### src/rtl/altb_pkg.sv
package altb_pkg;
  typedef enum logic {ST_IDLE, ST_RUN} altb_state_e;
  localparam int BYTE_W = 8;
endpackage

### src/rtl/altb_addr_gen.sv
module altb_addr_gen #(
  parameter int AW     = 24,
  parameter int DISP_W = 16,
  parameter int CNT_W  = 3
) (
  input  logic              clk,
  input  logic              rst,
  input  logic              load,
  input  logic              step,
  input  logic [AW-1:0]     base,
  input  logic [DISP_W-1:0] disp,
  input  logic [CNT_W-1:0]  len,
  output logic [AW-1:0]     addr,
  output logic              last
);
  localparam int EXT_W = AW - DISP_W;

  logic [AW-1:0]    addr_q;
  logic [CNT_W-1:0] cnt_q;
  logic [AW-1:0]    disp_ext;

  assign disp_ext = {{EXT_W{disp[DISP_W-1]}}, disp};

  always_ff @(posedge clk) begin
    if (rst) begin
      addr_q <= '0;
      cnt_q  <= '0;
    end else if (load) begin
      addr_q <= base + disp_ext;
      cnt_q  <= len;
    end else if (step) begin
      addr_q <= addr_q + AW'(2);
      cnt_q  <= cnt_q - CNT_W'(1);
    end
  end

  assign addr = addr_q;
  assign last = (cnt_q == CNT_W'(1));
endmodule

### src/rtl/altb_byte_shifter.sv
module altb_byte_shifter #(
  parameter int DW = 32
) (
  input  logic          clk,
  input  logic          rst,
  input  logic          load,
  input  logic [DW-1:0] load_val,
  input  logic          shift,
  input  logic [7:0]    in_byte,
  output logic [7:0]    top_byte,
  output logic [DW-1:0] shifted
);
  logic [DW-1:0] data_q;

  assign shifted  = {data_q[DW-9:0], in_byte};
  assign top_byte = data_q[DW-1 -: 8];

  always_ff @(posedge clk) begin
    if (rst)        data_q <= '0;
    else if (load)  data_q <= load_val;
    else if (shift) data_q <= shifted;
  end
endmodule

### src/rtl/altbyte_xfer.sv
module altbyte_xfer #(
  parameter int AW     = 24,
  parameter int DISP_W = 16,
  parameter int DW     = 32,
  parameter int BUS_W  = 16
) (
  input  logic              clk,
  input  logic              rst,
  input  logic              start,
  input  logic [2:0]        opmode,
  input  logic [AW-1:0]     base_addr,
  input  logic [DISP_W-1:0] disp,
  input  logic [DW-1:0]     reg_in,
  output logic              busy,
  output logic              bus_req,
  output logic              bus_we,
  output logic [AW-1:0]     bus_addr,
  output logic [1:0]        bus_lane,
  output logic [BUS_W-1:0]  bus_wdata,
  input  logic [BUS_W-1:0]  bus_rdata,
  input  logic              bus_ack,
  output logic              done,
  output logic              reg_we,
  output logic [DW-1:0]     reg_out
);
  import altb_pkg::*;

  localparam int HALF       = DW / 2;
  localparam int LONG_BYTES = DW / BYTE_W;
  localparam int WORD_BYTES = HALF / BYTE_W;
  localparam int CNT_W      = $clog2(LONG_BYTES) + 1;
  localparam int PAD_W      = BUS_W - BYTE_W;

  altb_state_e     st_q;
  logic            wr_q;
  logic            long_q;
  logic [HALF-1:0] hi_keep_q;

  logic            accept;
  logic            step;
  logic            last;
  logic [DW-1:0]   load_val;
  logic [CNT_W-1:0] len;
  logic [7:0]      lane_byte;
  logic [7:0]      top_byte;
  logic [DW-1:0]   shifted;

  assign accept   = (st_q == ST_IDLE) && start && opmode[2];
  assign step     = (st_q == ST_RUN) && bus_ack;
  assign load_val = opmode[0] ? reg_in : {reg_in[HALF-1:0], {HALF{1'b0}}};
  assign len      = opmode[0] ? CNT_W'(LONG_BYTES) : CNT_W'(WORD_BYTES);

  altb_addr_gen #(.AW(AW), .DISP_W(DISP_W), .CNT_W(CNT_W)) u_addr (
    .clk (clk), .rst (rst), .load (accept), .step (step),
    .base (base_addr), .disp (disp), .len (len),
    .addr (bus_addr), .last (last)
  );

  assign lane_byte = bus_addr[0] ? bus_rdata[BYTE_W-1:0] : bus_rdata[BUS_W-1 -: BYTE_W];

  altb_byte_shifter #(.DW(DW)) u_shift (
    .clk (clk), .rst (rst), .load (accept), .load_val (load_val),
    .shift (step), .in_byte (lane_byte),
    .top_byte (top_byte), .shifted (shifted)
  );

  assign bus_lane  = bus_addr[0] ? 2'b01 : 2'b10;
  assign bus_wdata = bus_addr[0] ? {{PAD_W{1'b0}}, top_byte} : {top_byte, {PAD_W{1'b0}}};
  assign bus_req   = (st_q == ST_RUN);
  assign busy      = (st_q == ST_RUN);
  assign bus_we    = wr_q;

  always_ff @(posedge clk) begin
    if (rst) begin
      st_q      <= ST_IDLE;
      wr_q      <= 1'b0;
      long_q    <= 1'b0;
      hi_keep_q <= '0;
      done      <= 1'b0;
      reg_we    <= 1'b0;
      reg_out   <= '0;
    end else begin
      done   <= 1'b0;
      reg_we <= 1'b0;
      if (accept) begin
        st_q      <= ST_RUN;
        wr_q      <= opmode[1];
        long_q    <= opmode[0];
        hi_keep_q <= reg_in[DW-1:HALF];
      end else if (step && last) begin
        st_q <= ST_IDLE;
        done <= 1'b1;
        if (!wr_q) begin
          reg_we  <= 1'b1;
          reg_out <= long_q ? shifted : {hi_keep_q, shifted[HALF-1:0]};
        end
      end
    end
  end
endmodule

### config.mk
export PLATFORM = sky130hd
export DESIGN_NAME = altbyte_xfer
export DESIGN_NICKNAME = d
export VERILOG_FILES = /design/src/rtl/altb_pkg.sv /design/src/rtl/altb_addr_gen.sv /design/src/rtl/altb_byte_shifter.sv /design/src/rtl/altbyte_xfer.sv
export SDC_FILE = /design/constraint.sdc
export NUM_CORES = 1
export LEC_CHECK = 0
export BUFFER_PORTS_ARGS = -buffer_cell sky130_fd_sc_hd__buf_2
export CAP_MARGIN = 5
export CORE_MARGIN = 5
export CORE_UTILIZATION = 25
export CTS_CLUSTER_SIZE = 24
export DETAILED_ROUTE_END_ITERATION = 6
export PLACE_DENSITY = 0.43
export SYNTH_ARGS = -nofsm -noshare
export SYNTH_HDL_FRONTEND = slang
export SYNTH_SLANG_ARGS = --single-unit
export TNS_END_PERCENT = 20
### constraint.sdc
create_clock -name clk -period 6.15 [get_ports clk]
set_input_delay 1.23 -clock clk [delete_from_list [all_inputs] [get_ports clk]]
set_output_delay 1.23 -clock clk [all_outputs]
set_load 0.05 [all_outputs]
### Word level (Yosys, flattened, before mapping)

Index checks and enable logic that the tools add are counted.

| word-level totals | value |
|---|---|
| register bits after elaboration | 112 |
| input port bits | 95 |
| output and inout bits | 79 |
| logic and storage cells | 43 |

| cells by class | value |
|---|---|
| $add $sub $neg | 3 |
| equality and inequality tests | 1 |
| mux-type cells | 16 |
| bitwise logic cells | 4 |
| reduce and logical (&&, ||, !) cells | 9 |

Operator list:

| operator | number |
|---|---|
| $mux W32 | 4 |
| $mux W24 | 2 |
| $add A24 B2 Y24 const B | 1 |
| $add A24 B24 Y24 | 1 |
| $mux W16 | 1 |
| $mux W3 | 3 |
| $mux W8 | 1 |
| $logic_and A1 B1 Y1 | 4 |
| $mux W1 | 4 |
| $not A1 Y1 | 4 |
| $reduce_bool A2 Y1 | 2 |
| $eq A3 B1 Y1 const B | 1 |
| $reduce_and A3 Y1 | 1 |
| $reduce_or A3 Y1 | 1 |
| $sub A3 B1 Y3 const B | 1 |
| $mux W2 | 1 |
| $reduce_or A2 Y1 | 1 |

### Depth between registers and ports, before layout

Gate-level depths: netlist of run 1.

| logic depth | value |
|---|---|
| depth in word-level cells | 5 |
| gate-level depth with buffers | 10 |
| gate-level depth less buffers | 10 |

### Hierarchy

A second synthesis of run 1 with hierarchy kept.

| unflattened totals | value |
|---|---|
| cell total of the unflattened synthesis | 778 |
| area total of the unflattened synthesis | 6,690.2 um^2 |

By module, submodules not included:

| module | instances | cells each | area each (um^2) |
|---|---|---|---|
| altb_addr_gen | 1 | 329 | 2,587.5 |
| altbyte_xfer | 1 | 299 | 2,532.4 |
| altb_byte_shifter | 1 | 150 | 1,570.3 |

### Worst setup path before layout of run 1

OpenSTA, ideal clock, no wires.

| timing path | value |
|---|---|
| path kind | flip-flop to output port |
| start point | reg u_addr.addr_q[0] (netlist: u_addr.addr[0]) |
| end point | out bus_wdata[0] |
| data arrival time | 2.053 ns |
| data required time | 4.920 ns |
| path slack | 2.867 ns |
| stages on the path, launching flop included | 5 |
| cell sequence | dfxtp_1 -> clkbuf_1 -> clkbuf_1 -> clkbuf_1 -> and2_1 |

| between the ends | value |
|---|---|
| cells in the longest elaborated chain, start to end | 1 |

RTL lines:

| what | line | RTL |
|---|---|---|
| start, declared | altb_addr_gen.sv:18 | `logic [AW-1:0] addr_q;` |
| start signal, assigned | altb_addr_gen.sv:29 | `addr_q <= base + disp_ext;` |
| start signal, assigned | altb_addr_gen.sv:32 | `addr_q <= addr_q + AW'(2);` |
| $mux W16 | altbyte_xfer.sv:68 | `assign bus_wdata = bus_addr[0] ? {{PAD_W{1'b0}}, top_byte} : {top_byte, {PAD_W{1'b0}}};` |
| end, declared | altbyte_xfer.sv:19 | `output logic [BUS_W-1:0] bus_wdata,` |

No other way between the ends.

### Worst setup path in the final report of run 1

| timing path | value |
|---|---|
| start point | in bus_ack |
| end point | reg reg_out[25] |

| between the ends | value |
|---|---|
| cells in the longest elaborated chain, start to end | 3 |

RTL lines:

| what | line | RTL |
|---|---|---|
| start, declared | altbyte_xfer.sv:21 | `input logic bus_ack,` |
| $logic_and A1 B1 Y1 | altbyte_xfer.sv:49 | `assign step = (st_q == ST_RUN) && bus_ack;` |
| $logic_and A1 B1 Y1 | altbyte_xfer.sv:90 | `end else if (step && last) begin` |
| $reduce_and A3 Y1 (no line) | - |  |
| end signal, assigned | altbyte_xfer.sv:95 | `reg_out <= long_q ? shifted : {hi_keep_q, shifted[HALF-1:0]};` |
| end, declared | altbyte_xfer.sv:24 | `output logic [DW-1:0] reg_out` |

No other way between the ends.
A chain may end at the register's enable or synchronous reset.

==> qor.txt, run 1 <==
Critical path arrival = 3.41 ns
Post-synth cell types = 61
Cells after Synth = 798
Unrepaired setup endpoints after global routing = false
Yosys top cell by area = dfxtp_1
WL/cell = 17.3 µm
Longest Clk Path Bufs = 2
HP Start = hi_keep_q[8]
Endpoint class of the critical path = flip-flop
Crit path max-delay family = buffers and inverters
Clock latency on the worst-skew pair = 0.36 ns
Slew HR = 31.4%
Crit path time final = 3.14 ns
Dpl hpwl = 15.7 mm
WP buf/inv = 3
Final setup fails = 0
Final wirelength = 21.9 mm
Leakage power = 3.10 nW
Initial Util = 25.4%
Reg clk slew, reported paths = 0.08 ns
Mapped Area = 6420 µm²
Total number of vias = 6,214
Worst Path Max Fanout = 56
Initial drt markers = 312
CTS root buffer = clkbuf_16
I/O pin count = 174
Post-synth EDFFs = 0
Pre-antenna DRT Iters = 5
Most frequent cells in the layout = buf_2, nand2_1, dfxtp_1
Die height = 170 µm
Critical path class = input pin to flip-flop
Post-synth top area share = 34.9%
Synthesized area per cell = 8.04 µm²
Core area = 25,300 µm²
Crit-path max cell delay = 0.49 ns
Peak VDD IR = 0.000117 V
Ranking of synthesized cells by area = dfxtp_1, nand2_1, a211oi_1, a21oi_1, ha_1
Max-cap violations = 0
Largest net degree at the start of global routing = 90
FMAX = 318 MHz
Finished Layout Cells = 1,266
Ys async rst share = 0%
FP Rows = 58
HP Class = flip-flop to flip-flop
Die width = 170 µm
Placed inst area = 7520 µm²
Final net count = 1,052
Most common cell on crit path = buf_4
DRC = 0
Antenna violations before repair = 0
Max-slew violations = 0
Routed Antenna Nets = 0
Slowest-stage cell, CP = buf_4
Fin crit share = 51.1%
Critical path startpoint = bus_ack
Via density = 4.91
Hold_ws = 0.455 ns
Post-CTS sizing = 0
Number of global-route vias before repair = 6,032
#FFs+latches synth = 112
Hold_buf cts = 0
Postcts setup bufs = 0
Final Cell Area = 7840 µm²
Total die area = 29,000 µm²
Total GRT Usage = 14.8%
YS warnings = 0
Syn nets = 920
Main synth FF type = dfxtp_1
First-pass GRT wire length = 34.4 mm
Final Hold Violating Endpoints = 0
CP required = 6.41 ns
CP Launch Type = input pin
Syn-to-layout area delta = 22.2%
Seq/Total Area, Yosys = 34.9%
Setup TNS = 0 ns
Clock sinks = 112
Fill cell count = 2,792
Post-placement cell count = 1,249
Setup Skew = 0.0113 ns
Layout cells sized above 1 = 23.5%
Status = complete, no violations
Htree depth = 3
CP Cell Sequence = buf_2 -> and2_2 -> buf_4 -> nand3b_1 -> nor2_4 -> buf_4 -> nor2_1 -> a211oi_1
GPL Wtd Cong = 0.803
Pwr dens = 237 nW/µm²
Commonest non-fill, non-tap cell in the layout = buf_2
Worst Max-Slew Pin Slew = 1.03 ns
Reg-to-Reg Start = bus_req
TritonCTS buffer count = 9
CTS tree = yes
Total grt overflow = 0
# port buffers = 173
[final cells by class]
class                   count  area [µm²]  area share (%)
multi-input cells         614        3890            49.7
flip-flops and latches    112        2240            28.6
repair buffers            181         928            11.8
well taps                 330         413            5.27
clock buffers               9         225            2.87
clock inverters             7        86.3            1.10
inverters                  12        45.0           0.575
diodes                      1        2.50          0.0319
[cells by family (layout without fill, tap and decap cells)]
group,Yosys count,count (layout),share of synthesized area (%)
AND/OR/NAND/NOR,302,302,22.2
AO/OA/AOI/OAI,224,224,24.0
flip-flops,112,112,34.9
buffers and inverters,72,209,4.60
XOR/XNOR,35,35,4.78
adder cells (fa/ha/maj),27,27,5.38
multiplexers,26,26,4.06
other,0,1,0
[worst reg2reg max path, delay by kind of cell (launching register included)]
family	cells	cell delay, ns
buffers and inverters	2	0.96
flip-flops	1	0.58
AND/OR/NAND/NOR	4	0.96
AO/OA/AOI/OAI	1	0.23
[final timing paths]
path                            depth (start not counted)  slack, ns      endpoint
worst min-delay path                                    2       0.45  hi_keep_q[8]
worst max-delay path                                    8       3.01   reg_out[25]
worst min register to register                          2       0.45  hi_keep_q[8]
worst max register to register                          7       3.34   reg_out[25]
[metrics by stage]
| step | total power [mW] | util, % | worst slack (ns) |
|---|---|---|---|
| final | 1.86 | 31.0 | 3.01 |
| after global routing | 1.96 | 31.0 | 2.71 |
| after CTS | 1.89 | 31.0 | 2.97 |
| after detailed placement | 1.25 | 29.8 | 2.60 |
| after global placement | 1.25 | 29.8 | 2.69 |
| after floorplan | 1.11 | - | 2.87 |
[cell usage after synthesis (2+ instances only)]
| library cell | count |
|---|---|
| a211o_1 | 2 |
| a211oi_1 | 50 |
| a21o_1 | 9 |
| a21oi_1 | 73 |
| a21oi_2 | 2 |
| a311oi_1 | 25 |
| a31oi_1 | 8 |
| and2_1 | 14 |
| and3_1 | 4 |
| and4_4 | 2 |
| buf_1 | 8 |
| buf_2 | 11 |
| buf_4 | 3 |
| clkbuf_1 | 38 |
| dfxtp_1 | 112 |
| ha_1 | 26 |
| inv_1 | 12 |
| mux2i_1 | 26 |
| nand2_1 | 136 |
| nand2b_1 | 2 |
| nand3_1 | 25 |
| nand3b_1 | 2 |
| nand4_1 | 7 |
| nand4_2 | 2 |
| nor2_1 | 58 |
| nor2b_1 | 26 |
| nor3_1 | 5 |
| nor4_1 | 5 |
| o211ai_1 | 9 |
| o21a_1 | 3 |
| o21ai_0 | 9 |
| o21ai_1 | 3 |
| o21bai_1 | 3 |
| o221ai_1 | 2 |
| o22ai_1 | 10 |
| o31a_1 | 3 |
| or2_2 | 2 |
| or3_1 | 5 |
| xnor2_1 | 17 |
| xor2_1 | 18 |
[report_power, final]
| group | total, mW | switching, mW | internal [mW] |
|---|---|---|---|
| Clock | 0.634 | 0.308 | 0.326 |
| Sequential | 0.802 | 0.0390 | 0.763 |
| Combinational | 0.422 | 0.275 | 0.147 |
[layer usage]
metal / track usage [%] / part of all wire [%]
met5: 0 / 0
met4: 2.57 / 0.64
met3: 2.90 / 5.4
met2: 24.4 / 48
met1: 20.3 / 46
[state kept, by name (all words and copies together) (netlist names), 3 cells and up]
signal	count
hi_keep_q	16
reg_out	32
u_addr.addr	24
u_addr.cnt_q	3
u_shift.data_q	32
Power figures use the tool's default switching activity.
==> run 2: changes to the inputs <==
clock period = 3.3 ns   (was 6.15 ns; I/O delays follow)
==> run 2 against run 1 <==
  * Final cell count grew 0.24%
  * Clock-buffer cell count is the same
  * Clock power grew 85%
  * Hold slack gained 0.0023 ns
  * Routed wire length is essentially flat
  * Via count grew 0.19%
  * Combinational power grew 86%
  * Sequential power grew 87%
  * Critical endpoint is now bus_addr[0]
  * Largest power group unchanged
==> qor.txt, run 2 (same netlist as run 1, synthesis figures left out) <==
Post-placement cell count = 1,252 (+0.24%)
Max-slew violations = 0 (unchanged)
Commonest non-fill, non-tap cell in the layout = buf_2
Hold_buf cts = 0 (unchanged)
WL/cell = 17.2 µm (-0.30%)
Unrepaired setup endpoints after global routing = false
FMAX = 403 MHz
CP required = 2.64 ns (-3.77 ns)
HP Start = hi_keep_q[11]
Clock latency on the worst-skew pair = 0.35 ns (about the same)
Largest net degree at the start of global routing = 66 (-27%)
CTS tree = yes
Initial Util = 25.4% (unchanged)
Pre-antenna DRT Iters = 4 (-1)
Via density = 4.91 (about the same)
Total number of vias = 6,226 (+0.19%)
Slew HR = 46.4% (+15 points)
Status = complete, no violations
Critical path arrival = 1.82 ns (-1.59 ns)
Total GRT Usage = 14.6% (-0.19 points)
Placed inst area = 7580 µm² (+0.80%)
Worst Max-Slew Pin Slew = 0.802 ns (-0.227 ns)
Initial drt markers = 334 (+7.1%)
Die width = 170 µm (unchanged)
Leakage power = 3.13 nW (+0.88%)
Final wirelength = 21.9 mm (about the same)
Most frequent cells in the layout = buf_2, nand2_1, dfxtp_1
Number of global-route vias before repair = 6,009 (-0.38%)
Max-cap violations = 0 (unchanged)
Pwr dens = 438 nW/µm² (+85%)
WHS Path Cells = 2 (unchanged)
First-pass GRT wire length = 34.0 mm (-1.1%)
Top sig layer = met5
Finished Layout Cells = 1,269 (+0.24%)
Post-CTS sizing = 0 (unchanged)
Routed Antenna Nets = 0 (unchanged)
Antenna violations before repair = 1 (+1)
Final Cell Area = 7890 µm² (+0.70%)
TritonCTS buffer count = 9 (unchanged)
Die height = 170 µm (unchanged)
Final Hold Violating Endpoints = 0 (unchanged)
Htree depth = 3 (unchanged)
Postcts setup bufs = 0 (unchanged)
Setup TNS = 0 ns (unchanged)
Fin crit share = 75.2%
Reg-to-Reg Start = bus_req
Total die area = 29,000 µm² (unchanged)
Fill cell count = 2,806 (+0.50%)
Worst r2r dst = reg_out[31]
PnR Total Power = 3.45 mW (+86%)
Syn-to-layout area delta = 23.0%
Clock sinks = 112 (unchanged)
Final setup fails = 0 (unchanged)
DRC = 0 (unchanged)
CP Launch Type = flip-flop
Core area = 25,300 µm² (unchanged)
Critical path class = flip-flop to output pin
R2R cell count = 6 (-1)
Worst Path Max Fanout = 19 (-66%)
Final net count = 1,055 (+0.29%)
FP Rows = 58 (unchanged)
Longest Clk Path Bufs = 2 (unchanged)
GPL Wtd Cong = 0.808 (+0.62%)
Reg clk slew, reported paths = 0.08 ns (about the same)
Met1 Wirelength = 10.1 mm (+0.38%)
# port buffers = 173 (unchanged)
R2r setup slk = 1.00 ns (-2.34 ns)
I/O pin count = 174 (unchanged)
Hold path endpoint = hi_keep_q[11]
CTS root buffer = clkbuf_16
Endpoint class of the critical path = output pin
HP Class = flip-flop to flip-flop
Crit path time final = 2.48 ns
Total grt overflow = 0 (unchanged)
Setup Skew = 0.00664 ns (-0.00465 ns)
Met2 WL = 10.2 mm (-2.5%)
Peak VDD IR = 0.000216 V (+84%)
Layout cells sized above 1 = 23.8% (+0.24 points)
Final core occ = 31.3% (+0.22 points)
Dpl hpwl = 16.0 mm (+1.5%)
Met3 Routed Length = 1.17 mm (-0.17%)
==> run 2: layer usage <==
layer	up-vias	global-route usage, %
li1	3150	-
met1	2911	19.7
met2	145	24.0
met3	18	2.56
met4	2	4.03
met5	-	0
==> run 2: metrics by stage <==
| step | setup slack, ns | hold slack [ns] |
|---|---|---|
| global placement | 0.517 | 0.444 |
| finish | 0.818 | 0.457 |
| global route | 0.671 | 0.471 |
| detailed placement | 0.493 | 0.449 |
| CTS | 0.727 | 0.460 |
| floorplan | 0.587 | 0.436 |
==> run 2: where the power goes <==
part	leakage, nW	switching, mW	internal (mW)
Sequential	0.914	0.0813	1.42
Clock	0.151	0.565	0.601
Combinational	2.06	0.507	0.279
==> run 2: worst max path at each step <==
stage                         from              end  slack (ns)  depth (start not counted)
finish              u_addr.addr[0]      bus_addr[0]        0.82                          2
floorplan           u_addr.addr[0]     bus_wdata[0]        0.59                          4
detailed placement    base_addr[0]  u_addr.addr[12]        0.49                         11
global route        u_addr.addr[0]      bus_addr[0]        0.67                          2
global placement      base_addr[0]  u_addr.addr[14]        0.52                         11
CTS                 u_addr.addr[0]      bus_addr[0]        0.73                          2
==> run 2: final cells by class <==
type                    count  area [µm²]  share of cell area, %
multi-input cells         614        3890                   49.4
well taps                 330         413                   5.23
clock inverters             7        81.3                   1.03
repair buffers            184         988                   12.5
clock buffers               9         225                   2.85
diodes                      1        2.50                 0.0317
inverters                  12        45.0                  0.571
flip-flops and latches    112        2240                   28.4
==> run 2: worst max-delay path, stage by stage, from the launching register on <==
cell     delay, ns
dfxtp_1       0.85
buf_4         0.33
buf_2         0.29
